`src/rtl/irqc_pkg.sv`:
```
package irqc_pkg;

    localparam logic [6:0] OPC_CUSTOM0 = 7'b0001011;

    localparam logic [6:0] F7_GETQ  = 7'b0000000;
    localparam logic [6:0] F7_SETQ  = 7'b0000001;
    localparam logic [6:0] F7_RET   = 7'b0000010;
    localparam logic [6:0] F7_MASK  = 7'b0000011;
    localparam logic [6:0] F7_WAIT  = 7'b0000100;
    localparam logic [6:0] F7_TIMER = 7'b0000101;

    typedef enum logic [2:0] {
        OP_NONE,
        OP_GETQ,
        OP_SETQ,
        OP_RET,
        OP_MASK,
        OP_WAIT,
        OP_TIMER
    } irqc_op_e;

    typedef struct packed {
        irqc_op_e   op;
        logic [4:0] rd;
        logic [4:0] rs1f;
    } irqc_dec_t;

endpackage

```
`src/rtl/irqc_decode.sv`:
```
module irqc_decode
    import irqc_pkg::*;
(
    input  logic [31:0] instr_i,
    output irqc_dec_t   dec_o
);
    always_comb begin
        dec_o.rd   = instr_i[11:7];
        dec_o.rs1f = instr_i[19:15];
        dec_o.op   = OP_NONE;
        if (instr_i[6:0] == OPC_CUSTOM0) begin
            unique case (instr_i[31:25])
                F7_GETQ:  dec_o.op = OP_GETQ;
                F7_SETQ:  dec_o.op = OP_SETQ;
                F7_RET:   dec_o.op = OP_RET;
                F7_MASK:  dec_o.op = OP_MASK;
                F7_WAIT:  dec_o.op = OP_WAIT;
                F7_TIMER: dec_o.op = OP_TIMER;
                default:  dec_o.op = OP_NONE;
            endcase
        end
    end
endmodule

```
`src/rtl/irqc_edge.sv`:
```
module irqc_edge #(
    parameter int W = 32
) (
    input  logic         clk,
    input  logic         rst_n,
    input  logic [W-1:0] lines_i,
    output logic [W-1:0] rise_o
);
    logic [W-1:0] prev_d, prev_q;

    always_comb begin
        prev_d = lines_i;
        rise_o = lines_i & ~prev_q;
    end

    always_ff @(posedge clk) begin
        if (!rst_n) prev_q <= '0;
        else        prev_q <= prev_d;
    end
endmodule

```
`src/rtl/irqc_timer.sv`:
```
module irqc_timer #(
    parameter int W = 32
) (
    input  logic         clk,
    input  logic         rst_n,
    input  logic         load_i,
    input  logic [W-1:0] load_val_i,
    output logic [W-1:0] count_o,
    output logic         expire_o
);
    logic [W-1:0] cnt_d, cnt_q;

    always_comb begin
        if (load_i)             cnt_d = load_val_i;
        else if (cnt_q != '0)   cnt_d = cnt_q - W'(1);
        else                    cnt_d = cnt_q;
        expire_o = !load_i && (cnt_q == W'(1));
        count_o  = cnt_q;
    end

    always_ff @(posedge clk) begin
        if (!rst_n) cnt_q <= '0;
        else        cnt_q <= cnt_d;
    end
endmodule

```
`src/rtl/irqc_unit.sv`:
```
module irqc_unit
    import irqc_pkg::*;
#(
    parameter int          W          = 32,
    parameter int          NQ         = 4,
    parameter logic [31:0] IRQ_VECTOR = 32'h0000_0010,
    parameter int          TIMER_SRC  = 0,
    parameter int          ILL_SRC    = 1,
    parameter int          BUS_SRC    = 2
) (
    input  logic         clk,
    input  logic         rst_n,
    input  logic         issue_i,
    input  logic [31:0]  instr_i,
    input  logic [W-1:0] rs1_val_i,
    input  logic [W-1:0] pc_i,
    input  logic [W-1:0] irq_i,
    input  logic         fault_ill_i,
    input  logic         fault_bus_i,
    output logic         rd_we_o,
    output logic [4:0]   rd_idx_o,
    output logic [W-1:0] rd_data_o,
    output logic         redirect_o,
    output logic [W-1:0] redirect_pc_o,
    output logic         stall_o,
    output logic         halt_o
);
    localparam int QW = (NQ > 1) ? $clog2(NQ) : 1;

    typedef struct packed {
        logic [NQ-1:0][W-1:0] q;
        logic [W-1:0]         mask;
        logic [W-1:0]         pend;
        logic                 active;
        logic                 waiting;
        logic [4:0]           wait_rd;
        logic                 halt;
        logic                 rd_we;
        logic [4:0]           rd_idx;
        logic [W-1:0]         rd_data;
        logic                 redir;
        logic [W-1:0]         redir_pc;
    } state_t;

    state_t       s_d, s_q;
    irqc_dec_t    dec;
    logic [W-1:0] rise, tmr_count, visible, clr, set;
    logic         tmr_load, tmr_expire;

    irqc_decode u_dec (.instr_i(instr_i), .dec_o(dec));

    irqc_edge #(.W(W)) u_edge (
        .clk(clk), .rst_n(rst_n), .lines_i(irq_i), .rise_o(rise)
    );

    irqc_timer #(.W(W)) u_tmr (
        .clk(clk), .rst_n(rst_n), .load_i(tmr_load), .load_val_i(rs1_val_i),
        .count_o(tmr_count), .expire_o(tmr_expire)
    );

    always_comb begin
        s_d        = s_q;
        s_d.rd_we  = 1'b0;
        s_d.rd_idx = dec.rd;
        s_d.rd_data = '0;
        s_d.redir  = 1'b0;
        s_d.redir_pc = '0;
        tmr_load   = 1'b0;
        visible    = s_q.pend & ~s_q.mask;
        clr        = '0;
        set        = rise;
        if (tmr_expire) set[TIMER_SRC] = 1'b1;
        if (fault_ill_i) begin
            if (s_q.mask[ILL_SRC]) s_d.halt = 1'b1;
            else                   set[ILL_SRC] = 1'b1;
        end
        if (fault_bus_i) begin
            if (s_q.mask[BUS_SRC]) s_d.halt = 1'b1;
            else                   set[BUS_SRC] = 1'b1;
        end

        if (!s_q.halt) begin
            if (s_q.waiting) begin
                if (visible != '0) begin
                    s_d.waiting = 1'b0;
                    s_d.rd_idx  = s_q.wait_rd;
                    s_d.rd_we   = (s_q.wait_rd != 5'd0);
                    s_d.rd_data = visible;
                    clr         = visible;
                end
            end else if (issue_i) begin
                if (!s_q.active && visible != '0) begin
                    s_d.q[0]     = pc_i;
                    s_d.q[1]     = visible;
                    clr          = visible;
                    s_d.active   = 1'b1;
                    s_d.redir    = 1'b1;
                    s_d.redir_pc = IRQ_VECTOR;
                end else begin
                    unique case (dec.op)
                        OP_GETQ: begin
                            s_d.rd_we   = (dec.rd != 5'd0);
                            s_d.rd_data = s_q.q[dec.rs1f[QW-1:0]];
                        end
                        OP_SETQ: s_d.q[dec.rd[QW-1:0]] = rs1_val_i;
                        OP_RET: begin
                            s_d.redir    = 1'b1;
                            s_d.redir_pc = s_q.q[0];
                            s_d.active   = 1'b0;
                        end
                        OP_MASK: begin
                            s_d.rd_we   = (dec.rd != 5'd0);
                            s_d.rd_data = s_q.mask;
                            s_d.mask    = rs1_val_i;
                        end
                        OP_WAIT: begin
                            if (visible != '0) begin
                                s_d.rd_we   = (dec.rd != 5'd0);
                                s_d.rd_data = visible;
                                clr         = visible;
                            end else begin
                                s_d.waiting = 1'b1;
                                s_d.wait_rd = dec.rd;
                            end
                        end
                        OP_TIMER: begin
                            s_d.rd_we   = (dec.rd != 5'd0);
                            s_d.rd_data = tmr_count;
                            tmr_load    = 1'b1;
                        end
                        default: ;
                    endcase
                end
            end
        end
        s_d.pend = (s_q.pend & ~clr) | set;
    end

    always_ff @(posedge clk) begin
        if (!rst_n) begin
            s_q      <= '0;
            s_q.mask <= '1;
        end else begin
            s_q <= s_d;
        end
    end

    assign rd_we_o       = s_q.rd_we;
    assign rd_idx_o      = s_q.rd_idx;
    assign rd_data_o     = s_q.rd_data;
    assign redirect_o    = s_q.redir;
    assign redirect_pc_o = s_q.redir_pc;
    assign stall_o       = s_q.waiting;
    assign halt_o        = s_q.halt;
endmodule

```
`config.mk`:
```
export PLATFORM = sky130hd
export DESIGN_NAME = irqc_unit
export DESIGN_NICKNAME = d
export VERILOG_FILES = /design/src/rtl/irqc_pkg.sv /design/src/rtl/irqc_decode.sv /design/src/rtl/irqc_edge.sv /design/src/rtl/irqc_timer.sv /design/src/rtl/irqc_unit.sv
export SDC_FILE = /design/constraint.sdc
export NUM_CORES = 1
export LEC_CHECK = 0
export CAP_MARGIN = 40
export CORE_MARGIN = 3
export CORE_UTILIZATION = 60
export CTS_CLUSTER_DIAMETER = 30
export CTS_CLUSTER_SIZE = 30
export DETAILED_ROUTE_END_ITERATION = 6
export DONT_BUFFER_PORTS = 1
export GPL_TIMING_DRIVEN = 0
export PLACE_DENSITY_LB_ADDON = 0.05
export SETUP_SLACK_MARGIN = 0.4
export SYNTH_ARGS = -nofsm -noshare
export SYNTH_HDL_FRONTEND = slang
export SYNTH_SLANG_ARGS = --single-unit
export TNS_END_PERCENT = 50
```
`constraint.sdc`:
```
create_clock -name clk -period 3.01 [get_ports clk]
set_input_delay 0.602 -clock clk [delete_from_list [all_inputs] [get_ports clk]]
set_output_delay 0.602 -clock clk [all_outputs]
set_load 0.02 [all_outputs]
```
==> metrics, run 1 <==
WL final=about 56 mm; Initial Utilization=61.2%; required time at the worst-slack endpoint=around 3.4 ns; register area share after synthesis=around 43%; routability cong.=0.979; nets@finish=between 1500 and 2000; worst slew pin tran=between 0.9 and 1 ns; worst-path fanout max=10; Placed Instances=1966; element type at the critical path start=flip-flop; pwr/cell area=781 mW/mm^2; Top Usage Layer GRT=met2; vias per cell=6.61; Final Instance Area=~0.019 mm^2; clk buf depth=3; TritonCTS clock tree=built; first-pass GRT wire length=82.3 mm; Clock Power Share=48.4%; sequential share of power=between 30% and 40%; Syn Area/Cell=about 9.5 um^2; # diodes=0; Ports=206; WS Path Type=reg2reg; Static Leak=0.00816 uW; TritonRoute pass-1 iters=5; worst hold path class=in2reg; main flop type after synthesis=dfxtp_1; R2R cell count=10; Fill cells=around 1900; total CTS buffers=66; number of global-route vias before repair=approximately 13000; Clock Skews=0.0229 ns; Async SR Flop Fraction=0%; Switch Pwr=4450 uW; gate count after technology mapping=1627; Setup TNS Final=0 ns; Synth Net Count=1762; YS warnings=0; Fin Hold WS=0.152 ns; antenna violations before repair=1; P&R area growth vs syn=20.3%; share of total power in combinational logic=16.7%; placed inst area=0.0160 mm^2; met1 usage=52.2%; clk sinks=335; dpl hpwl=~40 mm; Die Span Y=~170 um; startpoint of the worst hold path=irq_i[16]; DIE AREA=0.0277 mm^2; Clk Latency, worst-skew pair=0.56 ns; Die Wd=166 um; share of cells above drive strength 1=22.3%; Clock Tree Root=clkbuf_16; FMAX=378 MHz; pin count of the biggest net entering global routing=14; worst path cell trace=nor2b_1 > nor4_2 > nand4_1 > buf_4 > o21ai_4 > buf_4 > nand2b_1 > buf_2 > clkbuf_4 > mux2i_1; min cycle time layout=2.64 ns; met3 usage=11.6%; H-tree depth=3; most frequent CP cell=buf_4; Sw Share=30.7%; Core ar.=between 0.02 and 0.03 mm^2; Distinct cells, synth=62; worst reg2reg endpoint=u_tmr.count_o[30]$_SDFFE_PN0P_; register area=0.00672 mm^2; Setup violations, final=0; Area contributors post-synth=dfxtp_1, mux2i_1, mux4_2; status=finished clean; Max-Cap Viols=0; CP endpoint kind=flip-flop; total grt overflow=0; Pins Over Slew Limit=0; RSZ-0062 raised after global routing=true; commonest cells in the netlist=dfxtp_1, nand2_1, mux2i_1; CP max-delay cell=dfxtp_1; Pint=~10000 uW; Post-DRT Antenna Nets=0; Synth area leader=dfxtp_1; Tcrit/Tclk final=87.9%; Avg WL per Cell=between 20 and 30 um; final hold violations=0; number of synthesized flops with an enable pin=0; Vias=around 14000; Post-route DRC=0; Iter 0 DRT Violations=roughly 2100; multi-input combinational cell area=0.00770 mm^2; Worst-path clk slew=roughly 0.050 ns; share of the synthesized area in the top cell type=43.4%; reg2reg setup slack=around 0.37 ns; Arrival @ worst endpoint=just over 3 ns; PortBufs=0; Yosys reg bits=between 300 and 400; most common cell in the netlist=dfxtp_1; hold path depth=2; WHS Endpoint=u_edge.prev_q[16]$_SDFF_PN0_; Peak supply drop=642 uV; CP peak stage delay=between 0.4 and 0.5 ns; Row Count=between 50 and 60; Synth Cell Area=0.0155 mm^2; fin util=73.6%; non-filler cells in the finished layout=2100; Reg2Reg Launch Point=s_q[132]$_SDFFE_PN1P_; met2 Use GR=57.8%; Tot GR Track Use=38.5%; Slew Limit Headroom=39.3%
how the worst max path moves through the flow:
stage | slack, ns | to | from
2_1_floorplan | 0.50 | u_tmr.count_o[11]$_SDFFE_PN0P_ | instr_i[28]
3_3_place_gp | -0.96 | redirect_pc_o[12]$_SDFF_PP0_ | s_q[119]$_SDFFE_PN1P_
3_5_place_dp | -0.70 | s_q[192]$_SDFFE_PN0P_ | instr_i[28]
4_1_cts | 0.27 | u_tmr.count_o[30]$_SDFFE_PN0P_ | s_q[113]$_SDFFE_PN1P_
5_1_grt | 0.31 | u_tmr.count_o[30]$_SDFFE_PN0P_ | s_q[132]$_SDFFE_PN1P_
6_report | 0.37 | u_tmr.count_o[30]$_SDFFE_PN0P_ | s_q[132]$_SDFFE_PN1P_
timing repair:
item                                    in CTS  in global routing
gates resized for setup                     63                 81
hold buffers                                 0                  0
setup buffers                                4                 10
pin swaps                                    4                 10
endpoints found under the setup margin     264                281
endpoints found under the hold margin        0                  0
power groups by stage:
stage	sequential (uW)	combinational, uW	clock [uW]
after CTS	5010	2200	7030
after global placement	5090	2110	0
after floorplan	4960	1700	0
final	5060	2420	7030
after detailed placement	5090	2140	0
after global routing	5070	2620	7260
cells in the final DEF (no fill, tap or decap), drive strengths merged, types with 15 or more instances in the layout:
cell type and n:
dfxtp 335, clkbuf 178, nand2 156, mux2i 126
buf 116, inv 95, o21ai 83, nor4 55
nor2 51, o211a 40, nand2b 39, nor2b 38
a31oi 37, and2 36, o211ai 34, o21a 33
mux4 32, o22ai 32, a22o 32, o221a 32
o221ai 32, nor3 16, xor2 15, clkinv 15
or4 15
worst max-delay path: cells and delay by family, from the launching register on:
family	cells	cell delay, ns
AND/OR/NAND/NOR	4	0.73
flip-flops	1	0.45
AO/OA/AOI/OAI	1	0.25
buffers and inverters	4	0.91
multiplexers	1	0.16
cell type report:
class | instances | share of cell area (%)
multi-input combinational | 1022 | 41.4
clock buffer | 69 | 9.00
clock inverter | 51 | 2.56
buffer | 203 | 6.22
timing repair buffer | 23 | 1.10
tap | 330 | 2.22
sequential | 335 | 36.1
inverter | 67 | 1.35
logic make-up after synthesis:
group	synth area share, %
AND/OR/NAND/NOR	15.2
AO/OA/AOI/OAI	18.6
flip-flops	43.4
buffers and inverters	8.40
multiplexers	13.0
XOR/XNOR	1.25
adder cells (fa/ha/maj)	0.162
flip-flops by register name (all words and copies together) (netlist names):
name           flops
halt_o             1
rd_data_o         32
rd_idx_o           5
rd_we_o            1
redirect_o         1
redirect_pc_o     32
s_q              198
stall_o            1
u_edge.prev_q     32
u_tmr.count_o     32
metrics by stage:
stage	power (uW)	worst slack, ns
2_1_floorplan	6660	0.502
3_5_place_dp	7230	-0.696
3_3_place_gp	7200	-0.957
6_report	14500	0.366
4_1_cts	14200	0.266
5_1_grt	14900	0.314
layer usage:
layer	up-vias	routed length [um]
li1	6084	-
met1	6708	22500
met2	924	24200
met3	170	6810
met4	2	2140
met5	-	15
Note: power is estimated with default switching activity, not from simulation.
==> inputs of run 2 (changes only) <==
==> constraint.sdc (replaced) <==
create_clock -name clk -period 3.01 [get_ports clk]
set_input_delay 0.1505 -clock clk [delete_from_list [all_inputs] [get_ports clk]]
set_output_delay 0.1505 -clock clk [all_outputs]
set_load 0.02 [all_outputs]
==> run 2 against run 1 <==
Net effect:
- sequential share of layout area down 1.9 points
- global-route usage up 1.5 points
- register-to-register slack worse by 0.04 ns
- via count up 4.2%
- sequential power about the same
- cell count up 4.9%
==> metrics, run 2 (synthesis gave the netlist of run 1 again) <==
total CTS buffers=66 (unchanged); Vias=14500 (was 13900); Worst setup startpoint=s_q[132]$_SDFFE_PN1P_ (unchanged); antenna violations before repair=2 (was 1); Iter 0 DRT Violations=2087 (was 2053); Slew Limit Headroom=40.9% (was 39.3%); Clk Latency, worst-skew pair=0.56 ns (about the same); max FFs per register=198 (unchanged); Fin Hold WS=0.0373 ns (was 0.152 ns); worst slew pin tran=0.886 ns (was 0.910 ns); Avg WL per Cell=26.3 um (was 26.5 um); Most flops, register=s_q (unchanged); Clock Skews=0.0215 ns (was 0.0229 ns); required time at the worst-slack endpoint=3.45 ns (was 3.43 ns); P&R area growth vs syn=27.0% (was 20.3%); PortBufs=0 (unchanged); hold path depth=3 (was 2); pwr/cell area=745 mW/mm^2 (was 781 mW/mm^2); vias per cell=6.57 (was 6.61); Placed Instances=1966 (unchanged); Post-route DRC=0 (unchanged); WS Path Type=reg2reg (unchanged); first-pass GRT wire length=86.0 mm (was 82.3 mm); Clock Tree Root=clkbuf_16 (unchanged); H-tree depth=3 (unchanged); most frequent cells in the layout=dfxtp_1, nand2_1, mux2i_1 (unchanged); Arrival @ worst endpoint=3.13 ns (was 3.07 ns); final worst slack=0.326 ns (was 0.366 ns); clk buf depth=3 (unchanged); Post-DRT Antenna Nets=0 (unchanged); worst-path fanout max=10 (unchanged); RSZ-0062 raised after global routing=true (unchanged); Max-Cap Viols=0 (unchanged); status=finished clean (unchanged); startpoint of the worst hold path=rs1_val_i[30] (was irq_i[16]); min cycle time layout=2.68 ns (was 2.64 ns); R2R cell count=8 (was 10); Initial Utilization=61.2% (unchanged); number of global-route vias before repair=14100 (was 13400); clk sinks=335 (unchanged); DIE AREA=0.0277 mm^2 (unchanged); total grt overflow=0 (unchanged); CP endpoint kind=flip-flop (unchanged); TritonRoute pass-1 iters=5 (unchanged); Fill cells=1767 (was 1905); Ports=206 (unchanged); TritonCTS clock tree=built (unchanged); nets@finish=1955 (was 1853); element type at the critical path start=flip-flop (unchanged); Core ar.=0.0253 mm^2 (unchanged); Tot GR Track Use=40.0% (was 38.5%); FMAX=373 MHz (was 378 MHz); commonest non-fill, non-tap cell in the layout=dfxtp_1 (unchanged); pin count of the biggest net entering global routing=14 (unchanged); worst slack at placement=-0.656 ns (was -0.696 ns); Setup violations, final=0 (unchanged); Die Span Y=166 um (unchanged); Reg2Reg Launch Point=s_q[132]$_SDFFE_PN1P_ (unchanged); # diodes=0 (unchanged); share of cells above drive strength 1=20.9% (was 22.3%); Die Wd=166 um (unchanged); WL final=57.8 mm (was 55.7 mm); Peak supply drop=625 uV (was 642 uV); worst hold path class=in2reg (unchanged); Setup TNS Final=0 ns (unchanged); dpl hpwl=39.6 mm (unchanged); Tcrit/Tclk final=89.2% (was 87.9%); non-filler cells in the finished layout=2202 (was 2100); Row Count=58 (unchanged); Pins Over Slew Limit=0 (unchanged); Static Leak=0.00858 uW (was 0.00816 uW); final hold violations=0 (unchanged); routability cong.=0.979 (unchanged); Worst-path clk slew=0.05 ns (about the same)
run 2: cell count changes in the layout (fill, tap and decap cells not counted), moves of 3 or more:
| cell | previous run | this run |
|---|---|---|
| nor2b_2 | 7 | 10 |
| nor2b_1 | 31 | 28 |
| dfxtp_1 | 323 | 326 |
| clkbuf_2 | 22 | 18 |
| dlygate4sd3_1 | 0 | 104 |
| dfxtp_2 | 12 | 9 |
run 2: layer usage:
| metal | track usage [%] | share of wire, % | wire length [um] | up-vias |
|---|---|---|---|---|
| met3 | 11.3 | 12 | 7150 | 192 |
| li1 | - | - | - | 6289 |
| met1 | 54.0 | 39 | 22800 | 6952 |
| met5 | 0 | 0.024 | 14 | - |
| met2 | 60.7 | 44 | 25200 | 1036 |
| met4 | 17.0 | 4.6 | 2680 | 2 |
run 2: cell type report:
cell class | instances | area, um^2 | share of cell area (%)
Clock buffer | 69 | 1670 | 8.52
Buffer | 203 | 1170 | 5.98
Timing Repair Buffer | 125 | 1230 | 6.27
Sequential cell | 335 | 6720 | 34.2
Tap cell | 330 | 413 | 2.10
Multi-Input combinational cell | 1022 | 7700 | 39.2
Inverter | 67 | 251 | 1.28
Clock inverter | 51 | 475 | 2.42
run 2: worst max-delay path: stages, from the launching register on:
cell,delay [ns]
dfxtp_1,0.44
nor2b_1,0.15
nor4_2,0.31
nand4_1,0.38
o21ai_4,0.32
buf_12,0.16
a21oi_2,0.14
clkbuf_2,0.32
o221a_2,0.34
run 2: where the power goes:
part           internal [uW]  switching, uW  total (uW)
sequential              4690            365        5060
clock                   4300           2740        7030
combinational           1120           1400        2530
total                  10100           4510       14600
run 2: path summary, 6_finish.rpt:
check             slack (ns)               endpoint
hold reg to reg         0.42     s_q[94]$_SDFF_PN0_
setup / recovery        0.33  s_q[162]$_SDFFE_PN0P_
hold / removal          0.04  s_q[205]$_SDFFE_PN0P_
setup reg to reg        0.33  s_q[162]$_SDFFE_PN0P_
run 2: through the flow:
stage	util, %	instance area, um^2	total power [uW]
finish	77.7	19600	14600
global route	77.7	19600	15000
CTS	76.6	19400	14400
detailed placement	63.2	16000	7230
global placement	62.8	15900	7200
floorplan	-	15500	6660
run 2: timing repair:
action / 4_1_cts / 5_1_grt
setup buffers: 2 / 10
pin swaps: 4 / 8
setup endpoints to repair: 264 / 275
hold endpoints to repair: 265 / 0
hold buffers: 104 / 0
gates resized for setup: 66 / 82
